--- config.mk ---
export PLATFORM = sky130hd
export DESIGN_NAME = wdt_guard
export DESIGN_NICKNAME = d
export VERILOG_FILES = /design/src/rtl/wdt_pkg.sv /design/src/rtl/wdt_unlock.sv /design/src/rtl/wdt_tick_counter.sv /design/src/rtl/wdt_ctrl_reg.sv /design/src/rtl/wdt_guard.sv
export SDC_FILE = /design/constraint.sdc
export NUM_CORES = 1
export LEC_CHECK = 0
export ABC_AREA = 1
export CORE_ASPECT_RATIO = 0.7
export CORE_MARGIN = 2
export CORE_UTILIZATION = 45
export CTS_CLUSTER_DIAMETER = 200
export CTS_CLUSTER_SIZE = 40
export DETAILED_ROUTE_END_ITERATION = 6
export DONT_BUFFER_PORTS = 1
export PLACE_DENSITY_LB_ADDON = 0.15
export RECOVER_POWER = 25
export SLEW_MARGIN = 0
export SYNTH_ARGS = -nofsm -noshare
export SYNTH_HDL_FRONTEND = slang
export SYNTH_SLANG_ARGS = --single-unit
export TNS_END_PERCENT = 5
--- constraint.sdc ---
create_clock -name clk -period 1.8 [get_ports clk]
set_input_delay 0.09 -clock clk [delete_from_list [all_inputs] [get_ports clk]]
set_output_delay 0.09 -clock clk [all_outputs]
set_load 0.02 [all_outputs]
--- src/rtl/wdt_pkg.sv ---
// Package: shared register layout for the protected watchdog.
// Assumes the register is 8 bits wide with a 4-bit prescale field on top.
package wdt_pkg;
    localparam int PRE_W = 4;

    // Control/status register image, MSB first.
    typedef struct packed {
        logic [PRE_W-1:0] pre;
        logic             irq_mode;
        logic             tmo_flag;
        logic             enable;
        logic             unlock;
    } wdt_reg_t;

    localparam logic [PRE_W-1:0] RESET_PRE = 4'd1;
endpackage

--- src/rtl/wdt_unlock.sv ---
// Write gate: tracks the unlock bit and decides whether a register write is
// accepted. Assumes bus_wr is a one-cycle strobe per write.
module wdt_unlock (
    input  logic clk,
    input  logic rst_n,
    input  logic bus_wr,
    input  logic bus_sel,
    input  logic wdata_unlock,
    output logic armed,
    output logic wr_accept
);
    // A write is accepted only while the gate is armed.
    assign wr_accept = bus_wr && bus_sel && armed;

    // Arm on a locked register write with bit 0 set; any other write disarms.
    always_ff @(posedge clk) begin
        if (!rst_n) begin
            armed <= 1'b0;
        end else if (bus_wr) begin
            if (bus_sel && !armed) begin
                armed <= wdata_unlock;
            end else begin
                armed <= 1'b0;
            end
        end
    end
endmodule

--- src/rtl/wdt_tick_counter.sv ---
// Timeout counter: counts slow ticks while running and flags expiry on the
// 2^(BASE_LOG2+pre)-th tick. Assumes pre codes above MAX_PRE mean "stopped".
module wdt_tick_counter #(
    parameter int BASE_LOG2 = 9,
    parameter int MAX_PRE   = 7
) (
    input  logic                     clk,
    input  logic                     rst_n,
    input  logic                     tick,
    input  logic                     enable,
    input  logic                     clr,
    input  logic [wdt_pkg::PRE_W-1:0] pre,
    output logic                     expire
);
    localparam int CW = BASE_LOG2 + MAX_PRE;

    logic [CW-1:0]             cnt;
    logic [CW:0]               lim_m1;
    logic                      run;
    logic [wdt_pkg::PRE_W-1:0] pre_eff;

    // Running only with enable set and an implemented prescale code.
    assign run     = enable && (int'(pre) <= MAX_PRE);
    assign pre_eff = run ? pre : '0;

    // Terminal count for the selected prescale, one below the period.
    always_comb begin
        lim_m1 = ((CW+1)'(1) << (BASE_LOG2 + int'(pre_eff))) - (CW+1)'(1);
    end

    // Expiry on the tick that completes the period; a clear wins.
    assign expire = run && !clr && tick && ({1'b0, cnt} == lim_m1);

    // Count ticks, restart on clear, stop or expiry.
    always_ff @(posedge clk) begin
        if (!rst_n) begin
            cnt <= '0;
        end else if (clr || !run || expire) begin
            cnt <= '0;
        end else if (tick) begin
            cnt <= cnt + CW'(1);
        end
    end
endmodule

--- src/rtl/wdt_ctrl_reg.sv ---
// Control/status fields plus the reset and interrupt request outputs.
// Assumes expiry events never coincide with an accepted write (top gates them).
module wdt_ctrl_reg (
    input  logic                      clk,
    input  logic                      rst_n,
    input  logic                      wr_accept,
    input  logic [7:1]                wdata,
    input  logic                      tmo_evt,
    input  logic                      imm_evt,
    input  logic                      pmon_evt,
    input  logic                      irq_ack,
    output logic [wdt_pkg::PRE_W-1:0] pre,
    output logic                      irq_mode,
    output logic                      tmo_flag,
    output logic                      enable,
    output logic                      rst_req,
    output logic                      irq
);
    logic fire_rst;
    logic fire_irq;

    // Classify the event into reset or interrupt response.
    assign fire_rst = imm_evt || (tmo_evt && !irq_mode);
    assign fire_irq = tmo_evt && irq_mode;

    // Register fields: software writes, then event and monitor side effects.
    always_ff @(posedge clk) begin
        if (!rst_n) begin
            pre      <= wdt_pkg::RESET_PRE;
            irq_mode <= 1'b0;
            tmo_flag <= 1'b0;
            enable   <= 1'b0;
        end else begin
            if (wr_accept) begin
                pre      <= wdata[7:4];
                irq_mode <= wdata[3];
                enable   <= wdata[1];
                if (!wdata[2]) begin
                    tmo_flag <= 1'b0;
                end
            end
            if (tmo_evt || imm_evt) begin
                tmo_flag <= 1'b1;
            end
            if (fire_rst || pmon_evt) begin
                enable <= 1'b0;
            end
        end
    end

    // One-cycle reset request.
    always_ff @(posedge clk) begin
        if (!rst_n) begin
            rst_req <= 1'b0;
        end else begin
            rst_req <= fire_rst;
        end
    end

    // Interrupt request held until acknowledged; a new expiry wins.
    always_ff @(posedge clk) begin
        if (!rst_n) begin
            irq <= 1'b0;
        end else if (fire_irq) begin
            irq <= 1'b1;
        end else if (irq_ack) begin
            irq <= 1'b0;
        end
    end
endmodule

--- src/rtl/wdt_guard.sv ---
// Top of the protected watchdog: unlock gate, tick counter and register.
// Assumes tick is synchronous to clk and MAX_PRE+1 fits the 4-bit field.
module wdt_guard #(
    parameter int BASE_LOG2 = 9,
    parameter int MAX_PRE   = 7
) (
    input  logic       clk,
    input  logic       rst_n,
    input  logic       tick,
    input  logic       bus_wr,
    input  logic       bus_sel,
    input  logic [7:0] bus_wdata,
    output logic [7:0] bus_rdata,
    input  logic       pmon_evt,
    input  logic       wd_irq_ack,
    output logic       wd_rst_req,
    output logic       wd_irq
);
    import wdt_pkg::*;

    localparam logic [PRE_W-1:0] IMM_CODE = PRE_W'(MAX_PRE + 1);

    logic             armed;
    logic             wr_accept;
    logic             tmo_evt;
    logic             imm_evt;
    logic [PRE_W-1:0] pre;
    logic             irq_mode;
    logic             tmo_flag;
    logic             enable;
    wdt_reg_t         image;

    wdt_unlock u_unlock (
        .clk          (clk),
        .rst_n        (rst_n),
        .bus_wr       (bus_wr),
        .bus_sel      (bus_sel),
        .wdata_unlock (bus_wdata[0]),
        .armed        (armed),
        .wr_accept    (wr_accept)
    );

    wdt_tick_counter #(
        .BASE_LOG2 (BASE_LOG2),
        .MAX_PRE   (MAX_PRE)
    ) u_counter (
        .clk    (clk),
        .rst_n  (rst_n),
        .tick   (tick),
        .enable (enable),
        .clr    (wr_accept),
        .pre    (pre),
        .expire (tmo_evt)
    );

    // Immediate-reset code fires as soon as it is enabled.
    assign imm_evt = enable && (pre == IMM_CODE) && !wr_accept;

    wdt_ctrl_reg u_reg (
        .clk       (clk),
        .rst_n     (rst_n),
        .wr_accept (wr_accept),
        .wdata     (bus_wdata[7:1]),
        .tmo_evt   (tmo_evt),
        .imm_evt   (imm_evt),
        .pmon_evt  (pmon_evt),
        .irq_ack   (wd_irq_ack),
        .pre       (pre),
        .irq_mode  (irq_mode),
        .tmo_flag  (tmo_flag),
        .enable    (enable),
        .rst_req   (wd_rst_req),
        .irq       (wd_irq)
    );

    // Read-back image of the register.
    always_comb begin
        image.pre      = pre;
        image.irq_mode = irq_mode;
        image.tmo_flag = tmo_flag;
        image.enable   = enable;
        image.unlock   = armed;
    end
    assign bus_rdata = image;
endmodule

==> results of run 1 <==
[final cells by class]
type                            count  area [µm²]
Sequential cell                    26       525.5
Multi-Input combinational cell    155       862.1
Tap cell                           38       47.55
Timing Repair Buffer               26       212.7
Inverter                           31       116.4
Fill cell                         307        1350
Clock buffer                        4       55.05
[cell families (layout without fill, tap and decap cells)]
group,Yosys count,after routing
XOR/XNOR,15,15
AND/OR/NAND/NOR,116,117
flip-flops,26,26
other,1,2
adder cells (fa/ha/maj),2,2
buffers and inverters,38,61
AO/OA/AOI/OAI,19,19
[cell usage in the layout (no fill, tap or decap), types with 8 or more instances in the layout]
| cell | count |
|---|---|
| o21ai_0 | 8 |
| inv_1 | 28 |
| xor2_1 | 11 |
| nor2_1 | 18 |
| buf_4 | 17 |
| nor2_2 | 16 |
| nand3_1 | 15 |
| a21oi_1 | 9 |
| nand2_1 | 46 |
| dfxtp_1 | 22 |
[sequential cells by signal, summed over array words and instances, names as in the netlist]
signal	cells
u_reg.rst_req	1
u_reg.tmo_flag	1
u_counter.cnt	16
u_reg.irq	1
u_reg.enable	1
u_unlock.armed	1
u_reg.pre	4
u_reg.irq_mode	1
[power by group through the flow]
stage / Sequential, W / Clock, W / Combinational, W
after global routing: 0.000583 / 0.000402 / 0.0000680
after detailed placement: 0.000596 / 0 / 0.0000460
after CTS: 0.000583 / 0.000389 / 0.0000592
final: 0.000583 / 0.000380 / 0.0000619
after floorplan: 0.000598 / 0 / 0.0000336
after global placement: 0.000596 / 0 / 0.0000457
[what timing repair did]
| item | 4_1_cts | 5_1_grt |
|---|---|---|
| gates resized for setup | 2 | 13 |
| gates cloned | 1 | 0 |
| endpoints found under the setup margin | 16 | 20 |
| hold buffers | 7 | 0 |
| pin swaps | 4 | 4 |
| setup buffers | 3 | 3 |
| endpoints found under the hold margin | 9 | 0 |
[critical path, stage by stage (launching register included)]
cell and delay, ns:
dfxtp_2 0.35, inv_2 0.06, nor2_4 0.15, buf_6 0.13
nand4_1 0.11, nand2_1 0.09, nand2_1 0.05, nand2_1 0.06
nand2_1 0.08, nor2_4 0.15, nand2_4 0.10, nand3_4 0.18
nor2_2 0.05
[per-stage QoR]
step	power [W]	cell area (µm²)	setup TNS, ns	instances	hold WS, ns
finish	0.001025	1819	0	280	0.003007
global route	0.001053	1819	-0.003837	280	0.006394
CTS	0.001031	1765	0	277	0.003632
detailed placement	0.0006420	1599	-0.2421	262	0.1884
global placement	0.0006415	1599	0	262	0.2005
floorplan	0.0006315	1513	0	218	0.1741
[layer usage]
metal,up-vias,GRT usage (%),routed length (µm)
met5,-,0,0
met4,0,3.704,19
met3,4,4.231,157
met2,20,30.33,1590
met1,640,27.93,1869
li1,721,-,-
[worst paths after layout]
check	endpoint	slack, ns
hold / removal	u_counter.cnt[0]	0.003
setup / recovery	u_counter.cnt[0]	0.14
hold reg to reg	u_counter.cnt[15]	0.57
setup reg to reg	u_counter.cnt[0]	0.14
==> run metrics, run 1 <==
adder-cell share of the synthesized area=under 10%; vias in the first global route=1210; EDFF count, synth=0; Final Cycle Share=92.31%; Crit. Startpoint=u_reg.enable; fraction of layout cells with a size suffix above 1=22.31%; Clock Tree Buf Depth=2; Initial Utilization=47.61%; Boundary Pins=25; Tightest Hold Check Type=in -> reg; Pint=approximately 0.0008 W; asr flop ratio synth=0%; first-pass GRT wire length=about 5600 µm; min Tclk post-route=around 1.7 ns; final worst slack=around 0.14 ns; RePlAce Congestion=slightly above 0.9; number of synthesized register bits=26; PD cells=563.2 nW/µm²; num rows=17; wire per inst=12.99 µm; syn avg cell area=roughly 7.0 µm²; Worst IR Drop VDD=0.3365 mV; initial antenna violation count=0; critical path required time=between 1.5 and 2 ns; Worst Min Path Start=tick; P&R area growth vs syn=20.56%; Detailed Route WL=roughly 3600 µm; startpoint types=register; share of power burned in registers=56.9%; drt drc=0; Critical Path End Type=register; top cells by area, synth=dfxtp_1 34%, nand2_1 12%, inv_1 7.2%, xor2_1 6.4%, nor2_2 5.8%; DP Worst Slack=-0.03119 ns; clk sinks=26; sw power=roughly 0.00022 W; switch share=a little over a fifth; r2r startpoint=u_reg.enable; Pleak=0.7274 nW; Worst Hold Depth=2; final hold violations=0; mapped cell area=around 1500 µm²; Unique masters post-synth=27; nets=260; Synth top area share=around a third; Core Area=roughly 3200 µm²; CP max FO=8; Combinational Power Share=roughly 6.0%; CTS tree=yes; prevailing post-synth register cell=dfxtp_1; FF-to-FF path depth=12; Synth top cells by count=47 x nand2_1, 29 x inv_1, 26 x dfxtp_1, 22 x nor2_1, 15 x nand3_1; Die ar.=approximately 3800 µm²; fin. max-slew vios=0; DR pass1 iterations=4; Synth Area in Compound Gates=6.633%; max cap viols=0; largest net degree at the start of global routing=15; vias after detailed routing=1385; TritonCTS Buffers=3; largest family of logic cells by synthesized area=simple AND/OR/NAND/NOR gates; dominant cell type by area after synthesis=dfxtp_1; GRT Util Overall=between 10% and 20%; width of the die=73.21 µm; critical path type=reg -> reg; Synth Area in Simple Gates=36.65%; clock group share of total power=37.1%; Ant. Diodes=0; initial DRC count=84; cell count after synthesis=around 220; Via density=4.946; CP arrival=between 1.5 and 2 ns; Synth warnings=0; mux cell area share after synthesis=0%; Final Util=a little under three fifths; CTS root buf=clkbuf_8; clk slew on worst S/H paths=0.09 ns; post-route ant nets=0; die height=roughly 52 µm; DP HPWL=2576 µm; post-synthesis sequential area ratio=approximately 34%; Post-Synth XOR/XNOR Area=~8.7%; clock skew=between 0.003 and 0.004 ns; Worst-Skew Late Latency=0.27 ns; Buffers on Ports=0; H-tree Lvls=1; final setup violation count=0; grt total ovfl=0; outcome=completed; most frequent cell after synthesis=nand2_1; Max Fclk=~600 MHz
Power figures use the tool's default switching activity.
==> inputs of run 2 (changes only) <==
--- a/config.mk
+++ b/config.mk
@@ -5,17 +5,16 @@
 export SDC_FILE = /design/constraint.sdc
 export NUM_CORES = 1
 export LEC_CHECK = 0
-export ABC_AREA = 1
 export CORE_ASPECT_RATIO = 0.7
 export CORE_MARGIN = 2
-export CORE_UTILIZATION = 45
+export CORE_UTILIZATION = 40
 export CTS_CLUSTER_DIAMETER = 200
 export CTS_CLUSTER_SIZE = 40
 export DETAILED_ROUTE_END_ITERATION = 6
 export DONT_BUFFER_PORTS = 1
 export PLACE_DENSITY_LB_ADDON = 0.15
 export RECOVER_POWER = 25
-export SLEW_MARGIN = 0
+export SLEW_MARGIN = 15
 export SYNTH_ARGS = -nofsm -noshare
 export SYNTH_HDL_FRONTEND = slang
 export SYNTH_SLANG_ARGS = --single-unit
==> run metrics, run 2 <==
H-tree Lvls=1; most common cell after layout, fill and taps aside=nand2_1; vias after detailed routing=between 1000 and 1500; Core Area=~3500 µm²; number of synthesized register bits=26; max incr delay on CP=0.36 ns; DR pass1 iterations=4; RSZ-0062 raised after global routing=true; clk sinks=26; Buffers on Ports=0; Tightest Hold Check Type=in -> reg; Boundary Pins=25; CP arrival=between 1.5 and 2 ns; final std cells w/o fill=roughly 250; DP Worst Slack=-0.05277 ns; largest net degree at the start of global routing=21; num rows=18; Final Cycle Share=between 90% and 100%; post-route ant nets=0; fraction of layout cells with a size suffix above 1=between 10% and 20%; vias in the first global route=around 1300; width of the die=between 70 and 80 µm; Worst-Skew Late Latency=roughly 0.28 ns; CP max FO=20; RePlAce Congestion=around 0.8; final worst slack=about 0.012 ns; CTS root buf=clkbuf_8; max cap viols=0; Hold WS=between 0.05 and 0.06 ns; clock group share of total power=~44%; DP HPWL=~2600 µm; initial DRC count=roughly 70; dominant cell type by area after synthesis=dfxtp_1; number of filler instances in the final layout=360; GRT Util Overall=roughly a fifth; CTS tree=yes; Synth top cells by count=26 x dfxtp_1, 23 x nand2_1, 20 x nor3_1, 9 x xnor2_1, 9 x xor2_1; Detailed Route WL=between 3000 and 4000 µm; asr flop ratio synth=0%; min Tclk post-route=~1.8 ns; Clock Tree Buf Depth=2; Synth top area share=approximately a third; most frequent cell after synthesis=dfxtp_1; drt drc=0; Crit. Startpoint=u_reg.pre[1]; outcome=completed; slowest CP cell=dfxtp_2; Combinational Power Share=4.8%; Unique masters post-synth=43; prevailing post-synth register cell=dfxtp_1; share of power burned in registers=roughly half; fin. max-slew vios=0; cell count after synthesis=179; nets=between 200 and 250; Final Util=between 50% and 60%; Pint=around 0.0009 W; post-synthesis sequential area ratio=35.19%; first-pass GRT wire length=6154 µm; r2r startpoint=u_reg.pre[1]; clk slew on worst S/H paths=~0.1 ns; mapped cell area=1479 µm²; Max Fclk=roughly 560 MHz; CP cell instances=buf_4 > and4b_1 > o21ai_0 > a211oi_1 > o2111a_2 > buf_12 > a31o_1; Pleak=0.6091 nW; max reg flops=16; biggest regs=u_counter.cnt x16, u_reg.pre x4; sw power=around 0.00022 W; EDFF count, synth=0; clock skew=about 0.012 ns; final hold violations=0; initial antenna violation count=0; Cells after DPL=231; Worst IR Drop VDD=approximately 0.56 mV; startpoint types=register; switch share=between 10% and 20%; most frequent cells in the layout=23 x nand2_1, 22 x dfxtp_1, 19 x nor3_1; die height=54.88 µm; Worst Min Path Start=rst_n; Ant. Diodes=0; grt total ovfl=0; syn avg cell area=8.262 µm²; wire per inst=roughly 15 µm; critical path required time=roughly 2.0 ns; TritonCTS Buffers=3; register name with the most flops=u_counter.cnt; Die ar.=between 4000 and 5000 µm²; top cells by area, synth=dfxtp_1 35%, nor3_1 6.8%, nand2_1 5.8%, xnor2_1 5.3%, xor2_1 5.3%; Via density=5.336; P&R area growth vs syn=21.24%; final setup violation count=0; critical path type=reg -> reg; Initial Utilization=between 40% and 50%; Synth warnings=0; Critical Path End Type=register; PD cells=approximately 630 nW/µm²
==> run 2: changes by cell type after synthesis, moves of 10 or more <==
| cell | delta |
|---|---|
| inv_1 | -23 |
| nand2_1 | -24 |
| nand3_1 | -10 |
| nor2_1 | -15 |
| nor2_2 | -14 |
| nor3_1 | +16 |
==> run 2: path summary, 6_finish.rpt <==
check / cells after the start / slack (ns) / to
worst max-delay path: 7 / 0.01 / u_reg.irq
worst min-delay path: 2 / 0.05 / u_reg.pre[1]
worst max register to register: 7 / 0.01 / u_reg.irq
worst min register to register: 2 / 0.57 / u_counter.cnt[13]
==> run 2: repair_timing <==
| item | CTS | global route |
|---|---|---|
| pin swaps | 0 | 1 |
| hold buffers | 10 | 0 |
| gates resized for setup | 3 | 3 |
| setup endpoints to repair | 20 | 22 |
| gates cloned | 0 | 0 |
| buffers inserted | 0 | 2 |
| hold endpoints to repair | 11 | 0 |
==> run 2: power groups by stage <==
stage | Sequential [W] | Clock, W | Combinational, W
finish | 0.000580 | 0.000493 | 0.0000539
global route | 0.000580 | 0.000529 | 0.0000580
CTS | 0.000580 | 0.000511 | 0.0000498
detailed placement | 0.000593 | 0 | 0.0000368
global placement | 0.000593 | 0 | 0.0000369
floorplan | 0.000593 | 0 | 0.0000355
==> run 2: layout make-up <==
| class | count | area [µm²] | share of cell area, % |
|---|---|---|---|
| inverter | 6 | 22.52 | 1.256 |
| tap | 50 | 62.56 | 3.489 |
| clock buffer | 3 | 41.29 | 2.303 |
| multi-input combinational | 133 | 863.3 | 48.15 |
| clock inverter | 1 | 30.03 | 1.675 |
| sequential | 26 | 525.5 | 29.31 |
| timing repair buffer | 28 | 247.7 | 13.82 |
==> run 2: kinds of logic (layout without fill, tap and decap cells) <==
| family | after synthesis | count (layout) | synth area share [%] |
|---|---|---|---|
| simple gates | 82 | 82 | 29.27 |
| compound gates | 27 | 27 | 13.71 |
| mux | 2 | 2 | 1.438 |
| buf+inv | 21 | 38 | 7.783 |
| flops | 26 | 26 | 35.19 |
| other cells | 1 | 2 | 0.2536 |
| fa+ha+maj | 2 | 2 | 1.692 |
| xor+xnor | 18 | 18 | 10.66 |
==> run 2: layer usage <==
metal / vias up / wire length, µm / track usage (%)
li1: 670 / - / -
met1: 627 / 1949 / 26.20
met2: 19 / 1560 / 30.12
met3: 2 / 144 / 5.116
met4: 0 / 14 / 4.848
met5: - / 0 / 0
==> run 2: critical path, delay by kind of cell (launching register included) <==
kind / cells / cell delay (ns)
flip-flops: 1 / 0.36
AO/OA/AOI/OAI: 4 / 0.77
AND/OR/NAND/NOR: 1 / 0.20
buffers and inverters: 2 / 0.32
==> run 2: through the flow <==
step	instance area [µm²]	TNS [ns]	total power (W)
floorplan	1488	0	0.0006288
global placement	1589	0	0.0006298
detailed placement	1589	-0.6941	0.0006300
CTS	1768	-0.004601	0.001140
global route	1793	-0.7355	0.001168
finish	1793	0	0.001126
==> inputs of run 3 (changes only) <==
--- a/config.mk
+++ b/config.mk
@@ -5,6 +5,7 @@
 export SDC_FILE = /design/constraint.sdc
 export NUM_CORES = 1
 export LEC_CHECK = 0
+export CAP_MARGIN = 20
 export CORE_ASPECT_RATIO = 0.7
 export CORE_MARGIN = 2
 export CORE_UTILIZATION = 40
==> constraint.sdc (replaced) <==
create_clock -name clk -period 1.8 [get_ports clk]
set_input_delay 0.36 -clock clk [delete_from_list [all_inputs] [get_ports clk]]
set_output_delay 0.36 -clock clk [all_outputs]
set_load 0.02 [all_outputs]
==> run metrics, run 3 (same netlist as run 2, synthesis figures left out) <==
CTS tree=yes; first-pass GRT wire length=6003 µm; startpoint types=register; vias after detailed routing=between 1000 and 1500; sw power=0.0002208 W; min Tclk post-route=between 1.5 and 2 ns; critical path required time=2.02 ns; Final Cycle Share=100.6%; Max Fclk=approximately 550 MHz; Critical Path End Type=register; P&R area growth vs syn=13.88%; die height=about 55 µm; Die ar.=roughly 4200 µm²; Pint=around 0.00089 W; clk slew on worst S/H paths=around 0.10 ns; post-route ant nets=0; largest net degree at the start of global routing=21; Clock Tree Buf Depth=2; fraction of layout cells with a size suffix above 1=between 10% and 20%; Buffers on Ports=0; CP top delay family=compound AO/OA/AOI/OAI gates; CP cell instances=buf_4 > and4b_1 > o21ai_0 > a211oi_1 > o2111a_2 > buf_12 > a31o_1; Initial Utilization=a little over two fifths; wire per inst=around 15 µm; PD cells=660.8 nW/µm²; clk sinks=26; WL met2=1455 µm; fin. max-slew vios=0; Worst-Skew Late Latency=roughly 0.28 ns; grt total ovfl=0; clock skew=0.01315 ns; Cells after DPL=231; DP HPWL=approximately 2600 µm; max reg flops=16; max cap viols=0; Finished Cell Area=around 1700 µm²; CTS root buf=clkbuf_8; vias in the first global route=approximately 1300; Combinational Power Share=around 3.5%; clock group share of total power=about 44%; width of the die=between 70 and 80 µm; placed standard-cell area=1589 µm²; Worst IR Drop VDD=0.5602 mV; RePlAce Congestion=0.7992; DRT met1 WL=approximately 1900 µm; Ant. Diodes=0; DR pass1 iterations=4; Pleak=0.5651 nW; CP max FO=20; max incr delay on CP=approximately 0.4 ns; GRT Util Overall=between 10% and 20%; Boundary Pins=25; most frequent cells in the layout=23 x nand2_1, 22 x dfxtp_1, 19 x nor3_1; final worst slack=-0.01017 ns; Detailed Route WL=between 3000 and 4000 µm; final setup violation count=2; H-tree Lvls=1; drt drc=0; share of power burned in registers=52.1%; failing checks=setup timing; Core Area=between 3000 and 4000 µm²; initial DRC count=61; slowest CP cell=dfxtp_2; RSZ-0062 raised after global routing=true; biggest regs=u_counter.cnt x16, u_reg.pre x4; initial antenna violation count=0; final hold violations=0; nets=roughly 210; Via density=roughly 5.4; switch share=19.84%; TritonCTS Buffers=3; number of filler instances in the final layout=367; critical path type=reg -> reg; outcome=finished, violations left; CP arrival=between 2 and 2.5 ns; uppermost layer routed=met4; routed wl met3=between 150 and 200 µm; final std cells w/o fill=237; WP buf/inv=2; register name with the most flops=u_counter.cnt; Tightest Hold Check Type=in -> reg; most common cell after layout, fill and taps aside=nand2_1; num rows=18
## run 3: cell types whose count changed in the layout (fill, tap and decap cells not counted)
cell           previous run  this run
and3_1                    4         5
and3_4                    1         0
buf_4                    17        16
clkbuf_1                  0         1
dlygate4sd3_1            10         0
## run 3: worst paths after layout
check | from | endpoint | slack [ns] | depth (start not counted)
worst min register to register | u_counter.cnt[13] | u_counter.cnt[13] | 0.57 | 2
worst max register to register | u_reg.pre[1] | u_reg.rst_req | -0.01 | 7
worst max-delay path | u_reg.pre[1] | u_reg.rst_req | -0.01 | 7
worst min-delay path | rst_n | u_reg.pre[0] | 0.15 | 1
## run 3: area by class of cell
class	count	area, µm²	share of cell area (%)
tap	50	62.56	3.715
multi-input combinational	133	858.3	50.97
clock inverter	1	30.03	1.783
sequential	26	525.5	31.20
inverter	6	22.52	1.337
timing repair buffer	18	143.9	8.544
clock buffer	3	41.29	2.452
## run 3: worst reg2reg max path: stages (launching register included)
cell      delay (ns)
dfxtp_2         0.39
buf_4           0.18
and4b_1         0.21
o21ai_0         0.09
a211oi_1        0.31
o2111a_2        0.25
buf_12          0.15
a31o_1          0.16
## run 3: metal layers
metal	GRT usage, %	vias to the layer above
li1	-	648
met1	25.30	600
met2	29.82	20
met3	4.950	2
met4	4.545	0
met5	0	-
## run 3: power by group through the flow
stage	Combinational [W]	Clock, W	Sequential, W
3_5_place_dp	0.0000368	0	0.000593
4_1_cts	0.0000374	0.000511	0.000580
2_1_floorplan	0.0000355	0	0.000593
5_1_grt	0.0000432	0.000529	0.000580
3_3_place_gp	0.0000369	0	0.000593
6_report	0.0000393	0.000494	0.000580
## run 3: stage by stage
| step | setup TNS [ns] | setup WS (ns) | hold WS, ns | power, W | utilization [%] |
|---|---|---|---|---|---|
| after floorplan | 0 | 0.01227 | 0.4690 | 0.0006288 | - |
| after global placement | 0 | 0.05208 | 0.4444 | 0.0006298 | 44.94 |
| after detailed placement | -0.6941 | -0.05277 | 0.4377 | 0.0006300 | 44.94 |
| after CTS | -0.004592 | -0.002306 | 0.1421 | 0.001128 | 47.17 |
| after global routing | -0.7352 | -0.05712 | 0.1592 | 0.001153 | 47.63 |
| final | -0.01922 | -0.01017 | 0.1472 | 0.001113 | 47.63 |
## run 3: what timing repair did
item	in CTS	in global routing
cloned	0	0
buffers inserted	0	2
hold buffers	0	0
endpoints found under the setup margin	20	20
resized for setup	3	1
pin swaps	0	1
